File: src/rtl/iobus_pkg.sv
package iobus_pkg;

    typedef enum logic [1:0] {
        PH_IDLE   = 2'd0,
        PH_SETUP  = 2'd1,
        PH_STROBE = 2'd2,
        PH_HOLD   = 2'd3
    } phase_e;

endpackage

File: src/rtl/iobus_sync.sv
module iobus_sync #(
    parameter int       STAGES  = 2,
    parameter logic     RST_VAL = 1'b1
) (
    input  logic clk,
    input  logic rst_n,
    input  logic d,
    output logic q
);
    logic [STAGES-1:0] chain_d, chain_q;

    generate
        if (STAGES == 1) begin : g_single
            always_comb chain_d = d;
        end else begin : g_chain
            always_comb chain_d = {chain_q[STAGES-2:0], d};
        end
    endgenerate

    always_ff @(posedge clk or negedge rst_n) begin
        if (!rst_n) chain_q <= {STAGES{RST_VAL}};
        else        chain_q <= chain_d;
    end

    assign q = chain_q[STAGES-1];
endmodule

File: src/rtl/iobus_phase_ctl.sv
module iobus_phase_ctl
    import iobus_pkg::*;
#(
    parameter int SETUP_CYC    = 36,
    parameter int STROBE_CYC   = 54,
    parameter int WR_EXTRA_CYC = 12,
    parameter int HOLD_CYC     = 33,
    parameter int CNT_W        = 7
) (
    input  logic             clk,
    input  logic             rst_n,
    input  logic             req_valid,
    input  logic             req_write,
    input  logic             rdy_sync,
    output phase_e           ph_q,
    output phase_e           ph_d,
    output logic [CNT_W-1:0] cnt_d,
    output logic             wr_d
);
    localparam logic [CNT_W-1:0] SETUP_LAST = CNT_W'(SETUP_CYC - 1);
    localparam logic [CNT_W-1:0] RD_LAST    = CNT_W'(STROBE_CYC - 1);
    localparam logic [CNT_W-1:0] WR_LAST    = CNT_W'(STROBE_CYC + WR_EXTRA_CYC - 1);
    localparam logic [CNT_W-1:0] HOLD_LAST  = CNT_W'(HOLD_CYC - 1);

    typedef struct packed {
        phase_e           ph;
        logic [CNT_W-1:0] cnt;
        logic             wr;
    } ctl_t;

    ctl_t r_d, r_q;

    always_comb begin
        r_d = r_q;
        unique case (r_q.ph)
            PH_IDLE: begin
                if (req_valid) begin
                    r_d.ph  = PH_SETUP;
                    r_d.cnt = SETUP_LAST;
                    r_d.wr  = req_write;
                end
            end
            PH_SETUP: begin
                if (r_q.cnt == '0) begin
                    r_d.ph  = PH_STROBE;
                    r_d.cnt = r_q.wr ? WR_LAST : RD_LAST;
                end else begin
                    r_d.cnt = r_q.cnt - 1'b1;
                end
            end
            PH_STROBE: begin
                // count down the nominal width, then wait for ready
                if (r_q.cnt != '0) begin
                    r_d.cnt = r_q.cnt - 1'b1;
                end else if (rdy_sync) begin
                    r_d.ph  = PH_HOLD;
                    r_d.cnt = HOLD_LAST;
                end
            end
            PH_HOLD: begin
                if (r_q.cnt == '0) r_d.ph  = PH_IDLE;
                else               r_d.cnt = r_q.cnt - 1'b1;
            end
            default: r_d.ph = PH_IDLE;
        endcase
    end

    always_ff @(posedge clk or negedge rst_n) begin
        if (!rst_n) r_q <= '{ph: PH_IDLE, cnt: '0, wr: 1'b0};
        else        r_q <= r_d;
    end

    assign ph_q  = r_q.ph;
    assign ph_d  = r_d.ph;
    assign cnt_d = r_d.cnt;
    assign wr_d  = r_d.wr;

    // direction of a running cycle never changes
    assert_dir_held_R2: assert property (@(posedge clk) disable iff (!rst_n)
        (r_q.ph != PH_IDLE) |=> $stable(r_q.wr));

    // a low synchronized ready keeps the strobe phase open
    assert_wait_holds_R8: assert property (@(posedge clk) disable iff (!rst_n)
        (r_q.ph == PH_STROBE && !rdy_sync) |=> (r_q.ph == PH_STROBE));
endmodule

File: src/rtl/iobus_pins.sv
module iobus_pins
    import iobus_pkg::*;
#(
    parameter int HOLD_CYC     = 33,
    parameter int WR_SETUP_CYC = 30,
    parameter int WR_HOLD_CYC  = 10,
    parameter int CNT_W        = 7,
    parameter int DATA_W       = 8,
    parameter int ADDR_W       = 4,
    parameter int NUM_CS       = 4,
    parameter int SEL_W        = 2
) (
    input  logic              clk,
    input  logic              rst_n,
    input  phase_e            ph_q,
    input  phase_e            ph_d,
    input  logic [CNT_W-1:0]  cnt_d,
    input  logic              wr_d,
    input  logic              req_valid,
    input  logic [SEL_W-1:0]  req_sel,
    input  logic [ADDR_W-1:0] req_addr,
    input  logic [DATA_W-1:0] req_wdata,
    input  logic [DATA_W-1:0] bus_data_i,
    output logic [ADDR_W-1:0] bus_addr,
    output logic [NUM_CS-1:0] bus_cs_n,
    output logic              bus_rd_n,
    output logic              bus_wr_n,
    output logic [DATA_W-1:0] bus_data_o,
    output logic              bus_data_oe,
    output logic [DATA_W-1:0] rd_data,
    output logic              done
);
    localparam logic [CNT_W-1:0] OE_LEAD  = CNT_W'(WR_SETUP_CYC);
    localparam logic [CNT_W-1:0] OE_TRAIL = CNT_W'(HOLD_CYC - WR_HOLD_CYC);

    typedef struct packed {
        logic [SEL_W-1:0]  sel;
        logic [ADDR_W-1:0] addr;
        logic [DATA_W-1:0] wdata;
        logic [NUM_CS-1:0] cs_n;
        logic              rd_n;
        logic              wr_n;
        logic              oe;
        logic [DATA_W-1:0] rdata;
        logic              done;
    } pin_t;

    pin_t r_d, r_q;
    logic accept, strobe_nx, lead_win, trail_win;

    always_comb begin
        r_d       = r_q;
        accept    = (ph_q == PH_IDLE) && req_valid;
        strobe_nx = (ph_d == PH_STROBE);

        if (accept) begin
            r_d.sel   = req_sel;
            r_d.addr  = req_addr;
            r_d.wdata = req_wdata;
        end else if (ph_d == PH_IDLE) begin
            r_d.addr  = '0;
        end

        r_d.rd_n = !(strobe_nx && !wr_d);
        r_d.wr_n = !(strobe_nx &&  wr_d);
        for (int k = 0; k < NUM_CS; k++) begin
            r_d.cs_n[k] = !(strobe_nx && (r_d.sel == SEL_W'(k)));
        end

        lead_win  = strobe_nx && (cnt_d < OE_LEAD);
        trail_win = (ph_d == PH_HOLD) && (cnt_d >= OE_TRAIL);
        r_d.oe    = wr_d && (lead_win || trail_win);

        if (ph_q == PH_STROBE && ph_d == PH_HOLD && !wr_d) begin
            r_d.rdata = bus_data_i;
        end
        r_d.done = (ph_q == PH_HOLD) && (ph_d == PH_IDLE);
    end

    always_ff @(posedge clk or negedge rst_n) begin
        if (!rst_n) begin
            r_q      <= '0;
            r_q.cs_n <= '1;
            r_q.rd_n <= 1'b1;
            r_q.wr_n <= 1'b1;
        end else begin
            r_q <= r_d;
        end
    end

    assign bus_addr    = r_q.addr;
    assign bus_cs_n    = r_q.cs_n;
    assign bus_rd_n    = r_q.rd_n;
    assign bus_wr_n    = r_q.wr_n;
    assign bus_data_o  = r_q.wdata;
    assign bus_data_oe = r_q.oe;
    assign rd_data     = r_q.rdata;
    assign done        = r_q.done;

    assert_one_strobe_R5: assert property (@(posedge clk) disable iff (!rst_n)
        (bus_rd_n || bus_wr_n));

    assert_cs_onehot_R4: assert property (@(posedge clk) disable iff (!rst_n)
        $onehot0(~bus_cs_n));

    assert_oe_not_read_R11: assert property (@(posedge clk) disable iff (!rst_n)
        bus_data_oe |-> bus_rd_n);

    assert_wdata_steady_R11: assert property (@(posedge clk) disable iff (!rst_n)
        (bus_data_oe && $past(bus_data_oe)) |-> $stable(bus_data_o));
endmodule

File: src/rtl/iobus_seq.sv
module iobus_seq
    import iobus_pkg::*;
#(
    parameter int SETUP_CYC    = 36,
    parameter int STROBE_CYC   = 54,
    parameter int WR_EXTRA_CYC = 12,
    parameter int HOLD_CYC     = 33,
    parameter int WR_SETUP_CYC = 30,
    parameter int WR_HOLD_CYC  = 10,
    parameter int SYNC_STAGES  = 2,
    parameter int DATA_W       = 8,
    parameter int ADDR_W       = 4,
    parameter int NUM_CS       = 4
) (
    input  logic                      clk,
    input  logic                      rst_n,
    input  logic                      req_valid,
    input  logic                      req_write,
    input  logic [$clog2(NUM_CS)-1:0] req_sel,
    input  logic [ADDR_W-1:0]         req_addr,
    input  logic [DATA_W-1:0]         req_wdata,
    output logic                      req_ready,
    output logic                      done,
    output logic [DATA_W-1:0]         rd_data,
    output logic [ADDR_W-1:0]         bus_addr,
    output logic [NUM_CS-1:0]         bus_cs_n,
    output logic                      bus_rd_n,
    output logic                      bus_wr_n,
    output logic [DATA_W-1:0]         bus_data_o,
    output logic                      bus_data_oe,
    input  logic [DATA_W-1:0]         bus_data_i,
    input  logic                      bus_chrdy
);
    localparam int SEL_W     = $clog2(NUM_CS);
    localparam int WR_STROBE = STROBE_CYC + WR_EXTRA_CYC;
    localparam int MAX_A     = (SETUP_CYC > HOLD_CYC) ? SETUP_CYC : HOLD_CYC;
    localparam int MAX_PH    = (MAX_A > WR_STROBE) ? MAX_A : WR_STROBE;
    localparam int CNT_W     = $clog2(MAX_PH + 1);

    phase_e           ph_q, ph_d;
    logic [CNT_W-1:0] cnt_d;
    logic             wr_d;
    logic             rdy_sync;

    iobus_sync #(
        .STAGES  (SYNC_STAGES),
        .RST_VAL (1'b1)
    ) i_rdy_sync (
        .clk   (clk),
        .rst_n (rst_n),
        .d     (bus_chrdy),
        .q     (rdy_sync)
    );

    iobus_phase_ctl #(
        .SETUP_CYC    (SETUP_CYC),
        .STROBE_CYC   (STROBE_CYC),
        .WR_EXTRA_CYC (WR_EXTRA_CYC),
        .HOLD_CYC     (HOLD_CYC),
        .CNT_W        (CNT_W)
    ) i_phase_ctl (
        .clk       (clk),
        .rst_n     (rst_n),
        .req_valid (req_valid),
        .req_write (req_write),
        .rdy_sync  (rdy_sync),
        .ph_q      (ph_q),
        .ph_d      (ph_d),
        .cnt_d     (cnt_d),
        .wr_d      (wr_d)
    );

    iobus_pins #(
        .HOLD_CYC     (HOLD_CYC),
        .WR_SETUP_CYC (WR_SETUP_CYC),
        .WR_HOLD_CYC  (WR_HOLD_CYC),
        .CNT_W        (CNT_W),
        .DATA_W       (DATA_W),
        .ADDR_W       (ADDR_W),
        .NUM_CS       (NUM_CS),
        .SEL_W        (SEL_W)
    ) i_pins (
        .clk         (clk),
        .rst_n       (rst_n),
        .ph_q        (ph_q),
        .ph_d        (ph_d),
        .cnt_d       (cnt_d),
        .wr_d        (wr_d),
        .req_valid   (req_valid),
        .req_sel     (req_sel),
        .req_addr    (req_addr),
        .req_wdata   (req_wdata),
        .bus_data_i  (bus_data_i),
        .bus_addr    (bus_addr),
        .bus_cs_n    (bus_cs_n),
        .bus_rd_n    (bus_rd_n),
        .bus_wr_n    (bus_wr_n),
        .bus_data_o  (bus_data_o),
        .bus_data_oe (bus_data_oe),
        .rd_data     (rd_data),
        .done        (done)
    );

    assign req_ready = (ph_q == PH_IDLE);

    // strobe width monitor: consecutive low-strobe cycles, saturating
    logic [CNT_W-1:0] strb_len_q;
    always_ff @(posedge clk or negedge rst_n) begin
        if (!rst_n)                       strb_len_q <= '0;
        else if (bus_rd_n && bus_wr_n)    strb_len_q <= '0;
        else if (strb_len_q != '1)        strb_len_q <= strb_len_q + 1'b1;
    end

    assert_rd_width_R6: assert property (@(posedge clk) disable iff (!rst_n)
        $rose(bus_rd_n) |-> (strb_len_q >= CNT_W'(STROBE_CYC)));

    assert_wr_width_R6: assert property (@(posedge clk) disable iff (!rst_n)
        $rose(bus_wr_n) |-> (strb_len_q >= CNT_W'(WR_STROBE)));

    assert_cs_with_strobe_R4: assert property (@(posedge clk) disable iff (!rst_n)
        ((bus_cs_n != '1) == (!bus_rd_n || !bus_wr_n)));

    assert_addr_stable_R3: assert property (@(posedge clk) disable iff (!rst_n)
        (!req_ready && $past(!req_ready)) |-> $stable(bus_addr));

    assert_done_pulse_R10: assert property (@(posedge clk) disable iff (!rst_n)
        done |=> !done);
endmodule

File: config.mk
export PLATFORM = sky130hd
export DESIGN_NAME = iobus_seq
export DESIGN_NICKNAME = d
export VERILOG_FILES = /design/src/rtl/iobus_pkg.sv /design/src/rtl/iobus_sync.sv /design/src/rtl/iobus_phase_ctl.sv /design/src/rtl/iobus_pins.sv /design/src/rtl/iobus_seq.sv
export SDC_FILE = /design/constraint.sdc
export NUM_CORES = 1
export LEC_CHECK = 0
export BUFFER_PORTS_ARGS = -buffer_cell sky130_fd_sc_hd__buf_4
export CAP_MARGIN = 20
export CORE_MARGIN = 2
export CORE_UTILIZATION = 47
export CTS_CLUSTER_SIZE = 20
export DETAILED_ROUTE_END_ITERATION = 8
export HOLD_SLACK_MARGIN = 0.05
export PLACE_DENSITY = 0.86
export SLEW_MARGIN = 10
export SYNTH_ARGS = -nofsm -noshare
export SYNTH_HDL_FRONTEND = slang
export SYNTH_HIERARCHICAL = 1
export SYNTH_SLANG_ARGS = --single-unit
File: constraint.sdc
create_clock -name clk -period 2.4 [get_ports clk]
set_input_delay 0.24 -clock clk [delete_from_list [all_inputs] [get_ports clk]]
set_output_delay 0.24 -clock clk [all_outputs]
set_load 0.01 [all_outputs]
==> summary.md <==
| Metric | Value |
|---|---|
| Critical path peak fanout | `8` |
| Crit path buf inv count | `2` |
| DRT Pass-1 Iters | `4` |
| Tightest Pin Transition | `0.523 ns` |
| Clk sinks | `42` |
| Net switching power | `0.00128 W` |
| Worst Skew | `0.00766 ns` |
| Async S/R FF share, synth | `1.00` |
| H-tree depth | `2` |
| Core Box Area | `0.00441 mm²` |
| Diodes inserted | `0` |
| Relative slew margins | `0.651` |
| RSZ-0062 raised after global routing | `yes` |
| DIE AREA | `0.00520 mm²` |
| WP depth | `10` |
| Vias in the first global route | `1564` |
| CTS tree | `yes` |
| Overall Global Routing Usage | `0.190` |
| Clock power frac | `0.138` |
| TritonCTS buffer count | `5` |
| Synth Flop Type | `dfrtp_1` |
| Post-route antenna net violation count | `0` |
| Count of pins over their slew limit | `0` |
| Num ports | `56` |
| Clk pin slew, worst setup/hold paths | `0.08 ns` |
| Tmin final | `2.37 ns` |
| GPL Wtd Cong | `0.989` |
| Setup WS post-layout | `0.0251 ns` |
| Slowest cell on crit path | `or3b_4` |
| Seq/Total Area, Yosys | `0.486` |
| Global-route wire length before repair | `7570 µm` |
| Starting density of the core | `0.494` |
| Synthesized instance count | `215` |
| Sequential Power Share | `0.367` |
| Port-buffer cells | `55` |
| Setup crit start | `i_phase_ctl/r_q[1]` |
| Initial antenna violation count | `0` |
| Fillers | `355` |
| Mapped Area | `0.00218 mm²` |
| Routed len/inst | `14.7 µm` |
| VDD IR max | `0.490 mV` |
| CP required | `2.59 ns` |
| Pwr per Cell Area | `1150 mW/mm²` |
| Synth unique cells | `51` |
| R2R setup slack | `0.03 ns` |
| Largest net degree at the start of global routing | `43` |
| Row Count | `24` |
| CP peak stage delay | `0.41 ns` |
| Reg-to-Reg End | `i_pins/rd_data[4]` |
| Combinational share of power | `0.495` |
| Worst R2R Path Depth | `10` |
| Setup crit end | `i_pins/rd_data[4]` |
| Static Leak | `1.31 nW` |
| Synth Net Count | `245` |
| Residual DRC | `0` |
| WS Path Type | `reg -> reg` |
| Via count | `1706` |
| Synth Warn # | `6` |
| Int Power | `0.00191 W` |
| Nature of the critical path startpoint | `register` |
| Dpl ws | `-0.0169 ns` |
| Final hold violation count | `0` |
| Post-Route Utilization | `0.626` |
| Syn-to-layout area delta | `26.7%` |
| Vias/cell | `5.35` |
| Final wirelength | `4690 µm` |
| Worst-Skew Late Latency | `0.30 ns` |
| Arr. time, crit path | `2.56 ns` |
| Number of synthesized flops with an enable pin | `0` |
| Final net count | `296` |
| Dpl hpwl | `3360 µm` |
| Critical path, cell by cell | `inv_2 > ha_4 > or3b_4 > nor2_8 > a311oi_2 > a21oi_2 > nand4b_4 > nor2_4 > buf_12 > mux2_2` |
| Die Y | `72.1 µm` |
| Crit share post-route | `0.990` |
| CTS Root Cell | `clkbuf_8` |
| Mean Syn Cell Area | `10.1 µm²` |
| Grt total ovfl | `0` |
| Worst hold path class | `in -> reg` |
| Fmax | `421 MHz` |
| Sw Share | `0.401` |
| Cell family with most CP delay | `simple AND/OR/NAND/NOR gates` |
| Yosys reg bits | `42` |
| Status | `completed` |
| CP Capture Type | `register` |
| Die width | `72.1 µm` |
| Fraction of layout cells with a size suffix above 1 | `0.457` |
| CTS max path bufs | `2` |
| Setup-failing EPs final | `0` |
| MaxCap Viol Count | `0` |
| Final Power | `0.00319 W` |
| Initial DRC Count | `81` |
| RR Startpoint | `i_phase_ctl/r_q[1]` |
==> power by group through the flow <==
stage	clock network, W	registers (W)	logic (W)
floorplan	0	0.00112	0.00111
global placement	0	0.00117	0.00147
detailed placement	0	0.00117	0.00151
CTS	0.000458	0.00116	0.00153
global route	0.000494	0.00120	0.00174
finish	0.000439	0.00117	0.00158
==> routing by layer <==
layer,part of all wire,GRT usage,up-vias
met1,0.42,0.254,805
met2,0.49,0.301,63
met4,0.015,0.0629,0
met3,0.067,0.0528,7
met5,0,0,-
li1,-,-,831
==> flip-flops by register name, summed over array words and instances (netlist names) <==
| register | cells |
|---|---|
| i_phase_ctl/r_q | 8 |
| i_pins/bus_data_o | 8 |
| i_pins/rd_data | 8 |
| i_pins/bus_addr | 4 |
| i_pins/bus_cs_n | 4 |
| i_phase_ctl/ph_q | 2 |
| i_pins/r_q | 2 |
| i_rdy_sync/chain_q | 2 |
| i_pins/bus_data_oe | 1 |
| i_pins/bus_rd_n | 1 |
| i_pins/bus_wr_n | 1 |
| i_pins/done | 1 |
==> timing repair <==
item,4_1_cts,5_1_grt
endpoints found under the hold margin,35,0
setup buffers,1,2
pin swaps,1,7
resized for setup,1,9
hold buffers,2,0
endpoints found under the setup margin,7,9
cloned,0,0
==> tightest hold or removal path, delay by kind of cell <==
kind | cells | cell delay [ns]
buffers and inverters | 1 | 0.08
and+or+nand+nor | 2 | 0.08
==> cells by family after synthesis <==
group                    share of synthesized area
flip-flops                                   0.486
adder cells (fa/ha/maj)                     0.0172
multiplexers                                0.0464
buffers and inverters                        0.108
XOR/XNOR                                   0.00401
AO/OA/AOI/OAI                                0.118
AND/OR/NAND/NOR                              0.220
==> synthesized netlist by cell type (2+ instances only) <==
library cell	number	area [µm²]
or3b_4	2	22.5
mux2_2	9	101
dfrtp_1	34	851
o21ai_0	10	50.1
o21ai_1	5	25.0
o22ai_1	2	12.5
nor2_1	5	18.8
buf_2	3	15.0
nand3_1	5	25.0
a31oi_1	3	18.8
nand4_1	3	18.8
ha_1	3	37.5
nand2_1	43	161
nand2b_1	4	25.0
buf_4	27	203
nor3_1	6	30.0
dfstp_2	8	210
nor3b_1	5	37.5
inv_1	3	11.3
a21oi_1	3	15.0
o211ai_1	2	15.0
==> layout by cell type (no fill, tap or decap), types with 3 or more instances in the layout <==
cell / synthesis / layout
nor3b_1: 5 / 5
o21ai_0: 10 / 10
mux2_2: 9 / 3
inv_2: 1 / 3
nor3_1: 6 / 6
mux2_4: 0 / 6
dfrtp_1: 34 / 34
nand4_1: 3 / 3
buf_4: 27 / 72
a31oi_1: 3 / 3
nand3_1: 5 / 5
dfstp_2: 8 / 8
o21ai_1: 5 / 5
clkbuf_8: 0 / 5
nor2_1: 5 / 5
nand2b_1: 4 / 4
nand2_1: 43 / 42
==> final cells by class <==
type	count	area, µm²	area share
Clock buffer	6	72.6	0.0263
Sequential cell	42	1060	0.384
Clock inverter	2	13.8	0.00498
Timing Repair Buffer	75	581	0.210
Inverter	4	15.0	0.00543
Multi-Input combinational cell	138	956	0.346
Tap cell	52	65.1	0.0235
==> through the flow <==
step	hold WS (ns)	cells	area, µm²	TNS [ns]
global route	0.116	319	2760	-0.516
CTS	0.113	317	2700	0
global placement	0.245	306	2580	0
detailed placement	0.254	306	2580	-0.0713
finish	0.127	319	2760	0
floorplan	-0.0556	215	2220	-0.349
==> how the worst min path moves through the flow <==
stage                            start                   end  cells after the start
after floorplan                  rst_n   i_phase_ctl/ph_q[0]                      0
after global placement           rst_n    i_phase_ctl/r_q[5]                      1
after detailed placement         rst_n    i_phase_ctl/r_q[4]                      1
after CTS                 req_wdata[5]  i_pins/bus_data_o[5]                      3
after global routing      req_wdata[6]  i_pins/bus_data_o[6]                      3
final                     req_wdata[3]  i_pins/bus_data_o[3]                      3
Note: power is estimated with default switching activity, not from simulation.
